===== src/rtl/gtmr_pkg.sv =====
package gtmr_pkg;
  // word addresses
  localparam int A_CTRL = 0;
  localparam int A_PSC  = 1;
  localparam int A_STAT = 2;
  localparam int A_IEN  = 3;
  localparam int A_CMP1 = 4;
  localparam int A_CNT  = 9;

  // control bit positions
  localparam int CB_EN    = 0;
  localparam int CB_RSTEN = 1;
  localparam int CB_SRCLO = 6;
  localparam int CB_FRUN  = 9;
  localparam int CB_SWR   = 15;

  // storable control bits and bits kept through a soft reset
  localparam logic [31:0] CTRL_STORE = 32'h0000_03EB;
  localparam logic [31:0] CTRL_SOFT  = 32'h0000_03C0;

  // tick select codes
  localparam logic [2:0] SRC_PERIPH = 3'b001;
  localparam logic [2:0] SRC_FAST   = 3'b010;
  localparam logic [2:0] SRC_SLOW   = 3'b100;

  localparam int FLAG_W  = 6;
  localparam int FB_ROLL = 5;
  localparam int NUM_CMP = 3;
endpackage


===== src/rtl/gtmr_tick_div.sv =====
module gtmr_tick_div
  import gtmr_pkg::*;
#(
  parameter int PSC_W = 12
) (
  input  logic             clk,
  input  logic             rst_n,
  input  logic [2:0]       src_sel,
  input  logic [2:0]       tick_in,   // {slow, fast, periph}
  input  logic             run,
  input  logic             clr,
  input  logic [PSC_W-1:0] psc,
  output logic             step
);
  logic             src_tick;
  logic             phase_end;
  logic             div_en;
  logic [PSC_W-1:0] div_q;
  logic [PSC_W-1:0] div_d;

  always_comb begin
    case (src_sel)
      SRC_PERIPH: src_tick = tick_in[0];
      SRC_FAST:   src_tick = tick_in[1];
      SRC_SLOW:   src_tick = tick_in[2];
      default:    src_tick = 1'b0;
    endcase
  end

  always_comb begin
    phase_end = (div_q == psc);
    step      = run & src_tick & phase_end;
    div_en    = clr | (run & src_tick);
    div_d     = (clr | phase_end) ? '0 : div_q + PSC_W'(1);
  end

  always_ff @(posedge clk or negedge rst_n) begin
    if (!rst_n) begin
      div_q <= '0;
    end else if (div_en) begin
      div_q <= div_d;
    end
  end

  AST_DIV_BOUND: assert property (@(posedge clk) disable iff (!rst_n)
    div_q <= psc);
endmodule


===== src/rtl/gtmr_cmp_chan.sv =====
module gtmr_cmp_chan #(
  parameter int CNT_W = 32
) (
  input  logic             clk,
  input  logic             rst_n,
  input  logic             wr,
  input  logic [CNT_W-1:0] wdata,
  input  logic             soft_rst,
  input  logic             step,
  input  logic [CNT_W-1:0] next_cnt,
  output logic [CNT_W-1:0] cmp_q,
  output logic             hit
);
  logic             cmp_en;
  logic [CNT_W-1:0] cmp_d;

  always_comb begin
    cmp_en = wr | soft_rst;
    cmp_d  = soft_rst ? '1 : wdata;
    hit    = step & (next_cnt == cmp_q);
  end

  always_ff @(posedge clk or negedge rst_n) begin
    if (!rst_n) begin
      cmp_q <= '1;
    end else if (cmp_en) begin
      cmp_q <= cmp_d;
    end
  end

  AST_CMP_HOLD: assert property (@(posedge clk) disable iff (!rst_n)
    (!wr && !soft_rst) |=> $stable(cmp_q));
endmodule


===== src/rtl/gtmr_top.sv =====
module gtmr_top
  import gtmr_pkg::*;
#(
  parameter int CNT_W  = 32,
  parameter int PSC_W  = 12,
  parameter int ADDR_W = 4,
  parameter int DATA_W = 32
) (
  input  logic              clk,
  input  logic              rst_n,
  input  logic              tick_periph,
  input  logic              tick_fast,
  input  logic              tick_slow,
  input  logic [ADDR_W-1:0] bus_addr,
  input  logic [DATA_W-1:0] bus_wdata,
  input  logic              bus_we,
  output logic [DATA_W-1:0] bus_rdata,
  output logic              irq
);
  logic [DATA_W-1:0] ctrl_q, ctrl_d;
  logic [PSC_W-1:0]  psc_q, psc_d;
  logic [FLAG_W-1:0] sr_q, sr_d, sr_set, sr_clr;
  logic [FLAG_W-1:0] ien_q, ien_d;
  logic [CNT_W-1:0]  cnt_q, cnt_d, cnt_stepv;
  logic              ctrl_en, psc_en, ien_en, cnt_en;

  logic wr_ctrl, wr_psc, wr_stat, wr_ien;
  logic soft_rst, en_rise, zero_req, div_clr;
  logic en_q, frun_q;
  logic step, step_eff, roll_hit;

  logic [NUM_CMP-1:0] wr_cmp;
  logic [NUM_CMP-1:0] cmp_hit;
  logic [CNT_W-1:0]   cmp_val [NUM_CMP];

  // decode
  always_comb begin
    wr_ctrl  = bus_we && (bus_addr == ADDR_W'(A_CTRL));
    wr_psc   = bus_we && (bus_addr == ADDR_W'(A_PSC));
    wr_stat  = bus_we && (bus_addr == ADDR_W'(A_STAT));
    wr_ien   = bus_we && (bus_addr == ADDR_W'(A_IEN));
    en_q     = ctrl_q[CB_EN];
    frun_q   = ctrl_q[CB_FRUN];
    soft_rst = wr_ctrl && bus_wdata[CB_SWR];
    en_rise  = wr_ctrl && !soft_rst && !en_q && bus_wdata[CB_EN];
    zero_req = soft_rst || (en_rise && bus_wdata[CB_RSTEN]) ||
               (wr_cmp[0] && !frun_q);
    div_clr  = soft_rst || wr_psc || en_rise;
  end

  gtmr_tick_div #(.PSC_W(PSC_W)) u_div (
    .clk     (clk),
    .rst_n   (rst_n),
    .src_sel (ctrl_q[CB_SRCLO +: 3]),
    .tick_in ({tick_slow, tick_fast, tick_periph}),
    .run     (en_q),
    .clr     (div_clr),
    .psc     (psc_q),
    .step    (step)
  );

  // counter next value for a step
  always_comb begin
    cnt_stepv = (!frun_q && (cnt_q == cmp_val[0])) ? '0 : cnt_q + CNT_W'(1);
    step_eff  = step && !zero_req;
    roll_hit  = step_eff && (&cnt_stepv);
  end

  for (genvar gi = 0; gi < NUM_CMP; gi++) begin : g_cmp
    assign wr_cmp[gi] = bus_we && (bus_addr == ADDR_W'(A_CMP1 + gi));
    gtmr_cmp_chan #(.CNT_W(CNT_W)) u_chan (
      .clk      (clk),
      .rst_n    (rst_n),
      .wr       (wr_cmp[gi]),
      .wdata    (bus_wdata[CNT_W-1:0]),
      .soft_rst (soft_rst),
      .step     (step_eff),
      .next_cnt (cnt_stepv),
      .cmp_q    (cmp_val[gi]),
      .hit      (cmp_hit[gi])
    );
  end

  // next-state
  always_comb begin
    ctrl_en = wr_ctrl;
    ctrl_d  = soft_rst ? (bus_wdata & DATA_W'(CTRL_SOFT))
                       : (bus_wdata & DATA_W'(CTRL_STORE));
    psc_en  = wr_psc || soft_rst;
    psc_d   = soft_rst ? '0 : bus_wdata[PSC_W-1:0];
    ien_en  = wr_ien || soft_rst;
    ien_d   = soft_rst ? '0 : bus_wdata[FLAG_W-1:0];
    cnt_en  = zero_req || step_eff;
    cnt_d   = zero_req ? '0 : cnt_stepv;

    sr_set = '0;
    sr_set[NUM_CMP-1:0] = cmp_hit;
    sr_set[FB_ROLL]     = roll_hit;
    sr_clr = wr_stat ? bus_wdata[FLAG_W-1:0] : '0;
    sr_d   = soft_rst ? '0 : ((sr_q & ~sr_clr) | sr_set);
  end

  // registers
  always_ff @(posedge clk or negedge rst_n) begin
    if (!rst_n) begin
      ctrl_q <= '0;
      psc_q  <= '0;
      ien_q  <= '0;
      cnt_q  <= '0;
      sr_q   <= '0;
    end else begin
      if (ctrl_en) ctrl_q <= ctrl_d;
      if (psc_en)  psc_q  <= psc_d;
      if (ien_en)  ien_q  <= ien_d;
      if (cnt_en)  cnt_q  <= cnt_d;
      sr_q <= sr_d;
    end
  end

  // outputs
  always_comb begin
    irq = en_q && |(sr_q & ien_q);
    case (bus_addr)
      ADDR_W'(A_CTRL):     bus_rdata = ctrl_q;
      ADDR_W'(A_PSC):      bus_rdata = DATA_W'(psc_q);
      ADDR_W'(A_STAT):     bus_rdata = DATA_W'(sr_q);
      ADDR_W'(A_IEN):      bus_rdata = DATA_W'(ien_q);
      ADDR_W'(A_CMP1):     bus_rdata = DATA_W'(cmp_val[0]);
      ADDR_W'(A_CMP1 + 1): bus_rdata = DATA_W'(cmp_val[1]);
      ADDR_W'(A_CMP1 + 2): bus_rdata = DATA_W'(cmp_val[2]);
      ADDR_W'(A_CNT):      bus_rdata = DATA_W'(cnt_q);
      default:             bus_rdata = '0;
    endcase
  end

  AST_HOLD_WHEN_OFF: assert property (@(posedge clk) disable iff (!rst_n)
    (!en_q && !bus_we) |=> $stable(cnt_q));
  AST_RESTART_ZERO: assert property (@(posedge clk) disable iff (!rst_n)
    (step && !frun_q && (cnt_q == cmp_val[0]) && !bus_we) |=> (cnt_q == '0));
  AST_FREE_WRAP: assert property (@(posedge clk) disable iff (!rst_n)
    (step && frun_q && (&cnt_q) && !bus_we) |=> (cnt_q == '0));
  AST_FLAG_STICKY: assert property (@(posedge clk) disable iff (!rst_n)
    !(bus_we && (bus_addr == ADDR_W'(A_STAT) || bus_addr == ADDR_W'(A_CTRL)))
      |=> ((sr_q & $past(sr_q)) == $past(sr_q)));
  AST_SOFT_CLEAR: assert property (@(posedge clk) disable iff (!rst_n)
    (bus_we && (bus_addr == ADDR_W'(A_CTRL)) && bus_wdata[CB_SWR])
      |=> (sr_q == '0 && ien_q == '0 && cnt_q == '0 && psc_q == '0));
endmodule


===== config.mk =====
export PLATFORM = sky130hd
export DESIGN_NAME = gtmr_top
export DESIGN_NICKNAME = d
export VERILOG_FILES = /design/src/rtl/gtmr_pkg.sv /design/src/rtl/gtmr_tick_div.sv /design/src/rtl/gtmr_cmp_chan.sv /design/src/rtl/gtmr_top.sv
export SDC_FILE = /design/constraint.sdc
export NUM_CORES = 1
export LEC_CHECK = 0
export BUFFER_PORTS_ARGS = -buffer_cell sky130_fd_sc_hd__buf_2
export CAP_MARGIN = 20
export CORE_ASPECT_RATIO = 0.8
export CORE_MARGIN = 5
export CORE_UTILIZATION = 28
export DETAILED_ROUTE_END_ITERATION = 8
export GPL_TIMING_DRIVEN = 0
export PLACE_DENSITY = 0.54
export SLEW_MARGIN = 20
export SYNTH_ARGS = -nofsm -noshare
export SYNTH_HDL_FRONTEND = slang
export SYNTH_SLANG_ARGS = --single-unit

===== constraint.sdc =====
create_clock -name clk -period 4.35 [get_ports clk]
set_input_delay 1.0875 -clock clk [delete_from_list [all_inputs] [get_ports clk]]
set_output_delay 1.0875 -clock clk [all_outputs]
set_load 0.05 [all_outputs]

Yosys cells after proc, flatten, opt, wreduce, memory -nomap -nowiden
Index checks and enable logic that the tools add are counted.
- add/subtract/negate cells: 2
- eq/ne operators: 15
- muxes and demuxes: 11
- bitwise logic cells: 14
- reduce and logical (&&, ||, !) cells: 30
- operators with widths (operator ; number):
    one-hot mux 32 bit (8 select lines) ; 1
    == test 32 bit ; 4
    2-to-1 mux 32 bit ; 3
    adder 32 x 1 -> 32 bit (second input constant) ; 1
    AND reduction 32 bit ; 1
    2-to-1 mux 12 bit ; 2
    2-to-1 mux 6 bit ; 4
    logical AND 1 bit ; 17
    adder 12 x 1 -> 12 bit (second input constant) ; 1
    AND 6 bit ; 2
    == test 12 bit ; 1
    == test 4 x 3 -> 1 bit (second input constant) ; 3
    == test 4 x 2 -> 1 bit (second input constant) ; 2
    logical OR 1 bit ; 6
    inverter 6 bit ; 1
    OR 6 bit ; 1
    OR reduction 6 bit ; 1
    AND 1 bit ; 5
    OR 1 bit ; 5
    == test 4 x 1 -> 1 bit (second input constant) ; 1
    == test 4 bit (second input constant) ; 1
    logical NOT 1 bit ; 4
    logical NOT 4 bit ; 1
    == test 3 x 1 -> 1 bit (second input constant) ; 1
    3 further kinds ; 3
- flip-flop bits (word level): 174
- input bits: 42
- output and inout bits: 33

Depth between registers and ports, before layout
- depth in word-level cells: 15
- mapped depth: 12
- gate-level depth less buffers: 10

By module
Synthesis repeated with hierarchy kept, for this count alone.
- cell total of the unflattened synthesis: 1210
- area total of the unflattened synthesis: 11160.7 um2
- by module, submodules not included (module ; times used ; cells an instance ; area each (um2) ; seq. area each (um2)):
    gtmr_cmp_chan ; 3 ; 150 ; 1729.2 ; 840.8
    gtmr_top ; 1 ; 651 ; 5068.6 ; 1601.5
    gtmr_tick_div ; 1 ; 109 ; 904.6 ; 300.3

Least setup slack after synthesis
OpenSTA, ideal clock, no wires.
- kind: in2out
- start point: in bus_addr[3]
- end point: out bus_rdata[6]
- data arrival time: 2486 ps
- slack: 776 ps
- stages on the path: 5
- cells stage by stage: nand2b_1 -> nor3_1 -> clkbuf_1 -> a22oi_1 -> nand3_1
- word-level cells in the longest chain between the ends: 2
- RTL lines (what ; line ; RTL):
    start, declared ; gtmr_top.sv:14 ; input logic [ADDR_W-1:0] bus_addr,
    == test 4 bit (tied with other cells) ; gtmr_top.sv:123 ; case (bus_addr)
    one-hot mux 32 bit (8 select lines) (*) ; gtmr_top.sv:123 ;
    end, declared ; gtmr_top.sv:17 ; output logic [DATA_W-1:0] bus_rdata,
Every way passes the cells marked *; elsewhere a longest branch is shown, timed or not.

Final worst setup path
- start point: reg cnt_q[1]
- end point: reg sr_q[1]
- word-level cells in the longest chain between the ends: 7
- RTL lines (what ; line ; RTL):
    start, declared ; gtmr_top.sv:24 ; logic [CNT_W-1:0] cnt_q, cnt_d, cnt_stepv;
    start signal, assigned ; gtmr_top.sv:115 ; if (cnt_en) cnt_q <= cnt_d;
    parallel branches: the longest is 2 deep, another holds adder 32 x 1 -> 32 bit ; - ;
    2-to-1 mux 32 bit (*) ; gtmr_top.sv:64 ; cnt_stepv = (!frun_q && (cnt_q == cmp_val[0])) ? '0 : cnt_q + CNT_W'(1);
    == test 32 bit (*) ; gtmr_cmp_chan.sv:20 ; hit = step & (next_cnt == cmp_q);
    AND 1 bit (*) ; gtmr_cmp_chan.sv:20 ;
    OR 6 bit (*) ; gtmr_top.sv:100 ; sr_d = soft_rst ? '0 : ((sr_q & ~sr_clr) | sr_set);
    2-to-1 mux 6 bit (*) ; gtmr_top.sv:100 ;
    named net sr_d[1] ; gtmr_top.sv:22 ; logic [FLAG_W-1:0] sr_q, sr_d, sr_set, sr_clr;
    end signal, assigned ; gtmr_top.sv:116 ; sr_q <= sr_d;
    end, declared ; gtmr_top.sv:22 ;
Mark *: on every way through the listed nets, which the timed path passes.
A chain may end at the register's enable or synchronous reset.

==> results summary <==
The simple-gate share of the synthesized area is between 20 and 30%. 0 antenna diodes ended up in the layout. The combinational cell fraction of total power came out at just under 20%. The flow ran to the end, but the final reports show violations. Dividing the final minimum period by the clock period gives 102.1%. By area, the combinational part of the netlist is dominated by simple AND/OR/NAND/NOR gates.

In this run, distinct cell masters in the synthesized netlist total 70. The final critical delay including setup and external delays is 4.440 ns. Measured along the y axis, the die boundary spans about 190 um. The sequential-to-total area share from yosys stat is about 40%. The wire length reported by the detailed router is around 56000 um.

The number of instances in the placed design came out at between 2000 and 2500. The synthesized design contains 172 register bits. The total net switching power came out at 2.039 mW. The routed length on met3 is 5468 um. The share of synthesized flip-flops with an asynchronous set or reset is 100.0%. The switching part of the total power is 38.22%. The number of hold violations in the final report was 0. The slew at the pin with the worst max-slew slack is 1.298 ns. Clock tree synthesis selected as its root buffer the cell clkbuf_16.

The required time of the critical path is ~4.7 ns. The count of boundary I/O pins is 75. The worst register-to-register path has a depth of 9. The TritonCTS buffer count came out at 17. The origin of the worst setup path is cnt_q[1]$_DFFE_PN0P_. The number of instances on the worst hold path came out at 2.

The number of setup buffers added after CTS came out at 0. The number of levels in the clock H-tree is 4. The count of buffers from port buffering is 73. The clock net in this run drives a total of about 170 sinks. The mux share of post-synthesis cell area came out at less than 1%. The global routing usage summed across all routing layers came out at roughly 25%. The setup slack at placement is -0.4122 ns. The type of the worst setup path is reg2reg. In this run the mean area of a mapped cell was just over 8 um^2. Clock-pin slew was measured on the worst setup and hold paths at approximately 0.070 ns. The HPWL reported at the end of detailed placement is roughly 43000 um. The startpoint identified for the worst register-to-register timing path is cnt_q[1]$_DFFE_PN0P_. Setup repair after global routing left no endpoint under its margin.

The ratio of cells with drive above 1 in the final layout is 17.12%. Along the worst path, the maximum fanout reaches 7. Clock skew on the completed layout was measured at between 0.02 and 0.025 ns. The timing-limited maximum frequency came out at around 0.23 GHz.

In this run the deepest clock path goes through 2 buffers. The areal power density over the cells is ~410 nW/um^2. STA classifies the critical path startpoint as a flop.

The routability congestion estimate came out at roughly 1.0. The via count came out at 12150. The design draws roughly 5.3 mW. The number of hold-repair buffers added at the cts stage came out at 0. The checks that failed: setup timing. The number of warnings issued by yosys came out at 0.

The path class of the lowest-slack min-delay path is reg2reg. The number of optimization iterations in the first detailed-route pass is 7. The cell-internal power is 3.296 mW. The area share of xor/xnor cells in the synthesized design came out at 6.863%. The first-pass GRT wire length is between 80000 and 90000 um. The post-synthesis cell count is roughly 1400. The floorplan row count is between 60 and 70. The max-slew violation total from the final report is 0. The largest voltage drop on the vdd net came out at about 0.33 mV. The final hold slack came out at approximately 0.49 ns. The horizontal extent of the die came out at around 230 um. In the detailed route, the total length drawn on met2 is ~23000 um.

In the final routed layout, each cell accounts on average for ~27 um. The leakage power of the design is about 5.2 nW. In this run the tightest slew margin relative to its limit is approximately an eighth. The initial antenna violation count is 0. By area the synthesized netlist is led by dfstp_2, dfrtp_1, nand2_1, nand3_1, a22oi_1. At the later pin of the worst-skew pair, clock insertion delay measures 0.48 ns. Synthesis produced a netlist with a net count of roughly 1400. The final worst slack is -0.08979 ns. In this run the remaining antenna-violating nets after routing total 0.

The clock network burns between 20% and 30% of the power. For this run, the leading register cell type out of synthesis is dfstp_2. Sequential cells account for between 50 and 60% of the total power. The via count of the first global-routing pass came out at approximately 11000. The setup-violating endpoint count in the final report is 1. The total overflow left after global routing is 0. The DRC violation count after routing is 0.

The final net count is ~1500. Sorting the synthesized cells by how often they occur yields nand2_1, nand3_1, dfstp_2. The startpoint identified for the worst hold timing path is ctrl_q[3]$_DFFE_PN0N_.

The arrival time reported for the critical path endpoint is slightly below 5 ns. Once layout is complete, the cells apart from fillers number between 2000 and 2500. The highest layer touched by signal routing is met4. The detailed router's first-iteration violation count came out at approximately 1700.

The area of the mapped netlist came out at 11210 um^2. Of the total synthesized cell area, the portion taken by full adders, half adders and majority gates is less than 1%. The initial core utilization came out at between 20% and 30%.

The post-synthesis to final-layout area growth came out at 15.47%. The largest net degree at the start of global routing is 89. Dividing the detail-routed via count by the number of cells gives between 5 and 6. The total negative slack for setup checks is -0.08979 ns. In the post-synthesis netlist, the cell with the most instances is nand2_1. The sum of routed wire segments on met1 came out at 25210 um. The area enclosed by the die boundary came out at between 40000 and 50000 um^2. The worst setup path is captured at a flop. The core area came out at 39530 um^2. In this run, synthesis inferred 0 flip-flops with an integrated enable. Max-cap violations in this run came to 0. TritonCTS built the clock tree.

Summing the areas of all compound-gate instances in the mapped netlist gives a little under a fifth of the synthesized area. Summed over all instances, the cell type with the most area after synthesis is dfstp_2. Of the post-synthesis cell area, the dominant cell type holds about 22%.
==> state kept, by name (all words and copies together), names as in the netlist <==
register / flops
ctrl_q: 8
g_cmp.u_chan.cmp_q: 96
cnt_q: 32
ien_q: 6
u_div.div_q: 12
sr_q: 6
psc_q: 12
==> final timing paths <==
path,endpoint,slack [ns]
worst max-delay path,sr_q[1]$_DFF_PN0_,-0.09
worst min-delay path,ctrl_q[3]$_DFFE_PN0N_,0.49
worst max register to register,sr_q[1]$_DFF_PN0_,-0.09
worst min register to register,ctrl_q[3]$_DFFE_PN0N_,0.49
max in group asynchronous,g_cmp[1].u_chan.cmp_q[24]$_DFFE_PN1P_,2.76
min in group asynchronous,cnt_q[7]$_DFFE_PN0P_,0.64
==> power groups by stage <==
stage          logic (mW)  clock network [mW]  registers (mW)
2_1_floorplan       0.741                   0            2.35
3_3_place_gp         1.01                   0            2.72
3_5_place_dp         1.03                   0            2.71
4_1_cts              1.03                1.58            2.69
5_1_grt              1.13                1.63            2.75
6_report             1.03                1.55            2.75
==> routing by layer <==
layer	track usage, %	vias to the layer above
met5	0	-
met4	7.925	0
met3	6.267	102
met2	34.92	696
met1	36.99	6094
li1	-	5260
==> cells by family (layout without fill, tap and decap cells) <==
kind of cell / count (synthesis) / count (layout)
AOI/OAI and AO/OA: 299 / 299
DFF: 172 / 172
muxes: 6 / 6
xor gates and xnor gates: 87 / 87
buffers and inverters: 122 / 227
adders and majority gates: 2 / 2
and+or+nand+nor: 702 / 702
==> worst max-delay path, stage by stage (launching register included) <==
cell	delay [ns]
dfrtp_1	0.51
ha_1	0.35
nand4_1	0.35
nor4_1	0.53
nand4_1	0.20
xor2_1	0.74
o311ai_0	0.38
a2111oi_1	0.71
o2111ai_1	0.38
o21ai_1	0.21
==> layout make-up <==
| cell class | count | area (um^2) |
|---|---|---|
| Sequential cell | 172 | 4424 |
| Fill cell | 4265 | 26580 |
| Buffer | 107 | 456.7 |
| Tap cell | 536 | 670.6 |
| Multi-Input combinational cell | 1096 | 6350 |
| Clock inverter | 12 | 102.6 |
| Timing Repair Buffer | 75 | 414.1 |
| Inverter | 14 | 52.55 |
| Clock buffer | 19 | 475.5 |
==> metrics by stage <==
stage          utilization [%]  area, um^2
2_1_floorplan                -       11210
3_3_place_gp             30.99       12250
3_5_place_dp             31.18       12320
4_1_cts                  32.68       12920
5_1_grt                  32.75       12950
6_report                 32.75       12950
==> repair_timing <==
item / in CTS / in global routing
setup endpoints to repair: 27 / 25
resized for setup: 8 / 9
gates cloned: 0 / 0
pin swaps: 0 / 0
==> layout by cell type (no fill, tap or decap), types with 12 or more instances in the layout <==
master,instances
clkbuf_16,19
nor3_1,19
dfstp_2,96
xnor2_1,55
dfrtp_1,76
nand3_1,158
a22oi_1,84
nand2b_1,12
buf_2,86
clkbuf_1,75
or4_1,13
nand2_1,296
o21ai_0,46
o221ai_1,12
a21oi_1,43
inv_1,14
nand4_1,30
nor4_1,29
o22ai_1,21
nor2_1,79
xor2_1,28
No activity file was read; power rests on OpenSTA's default activity.
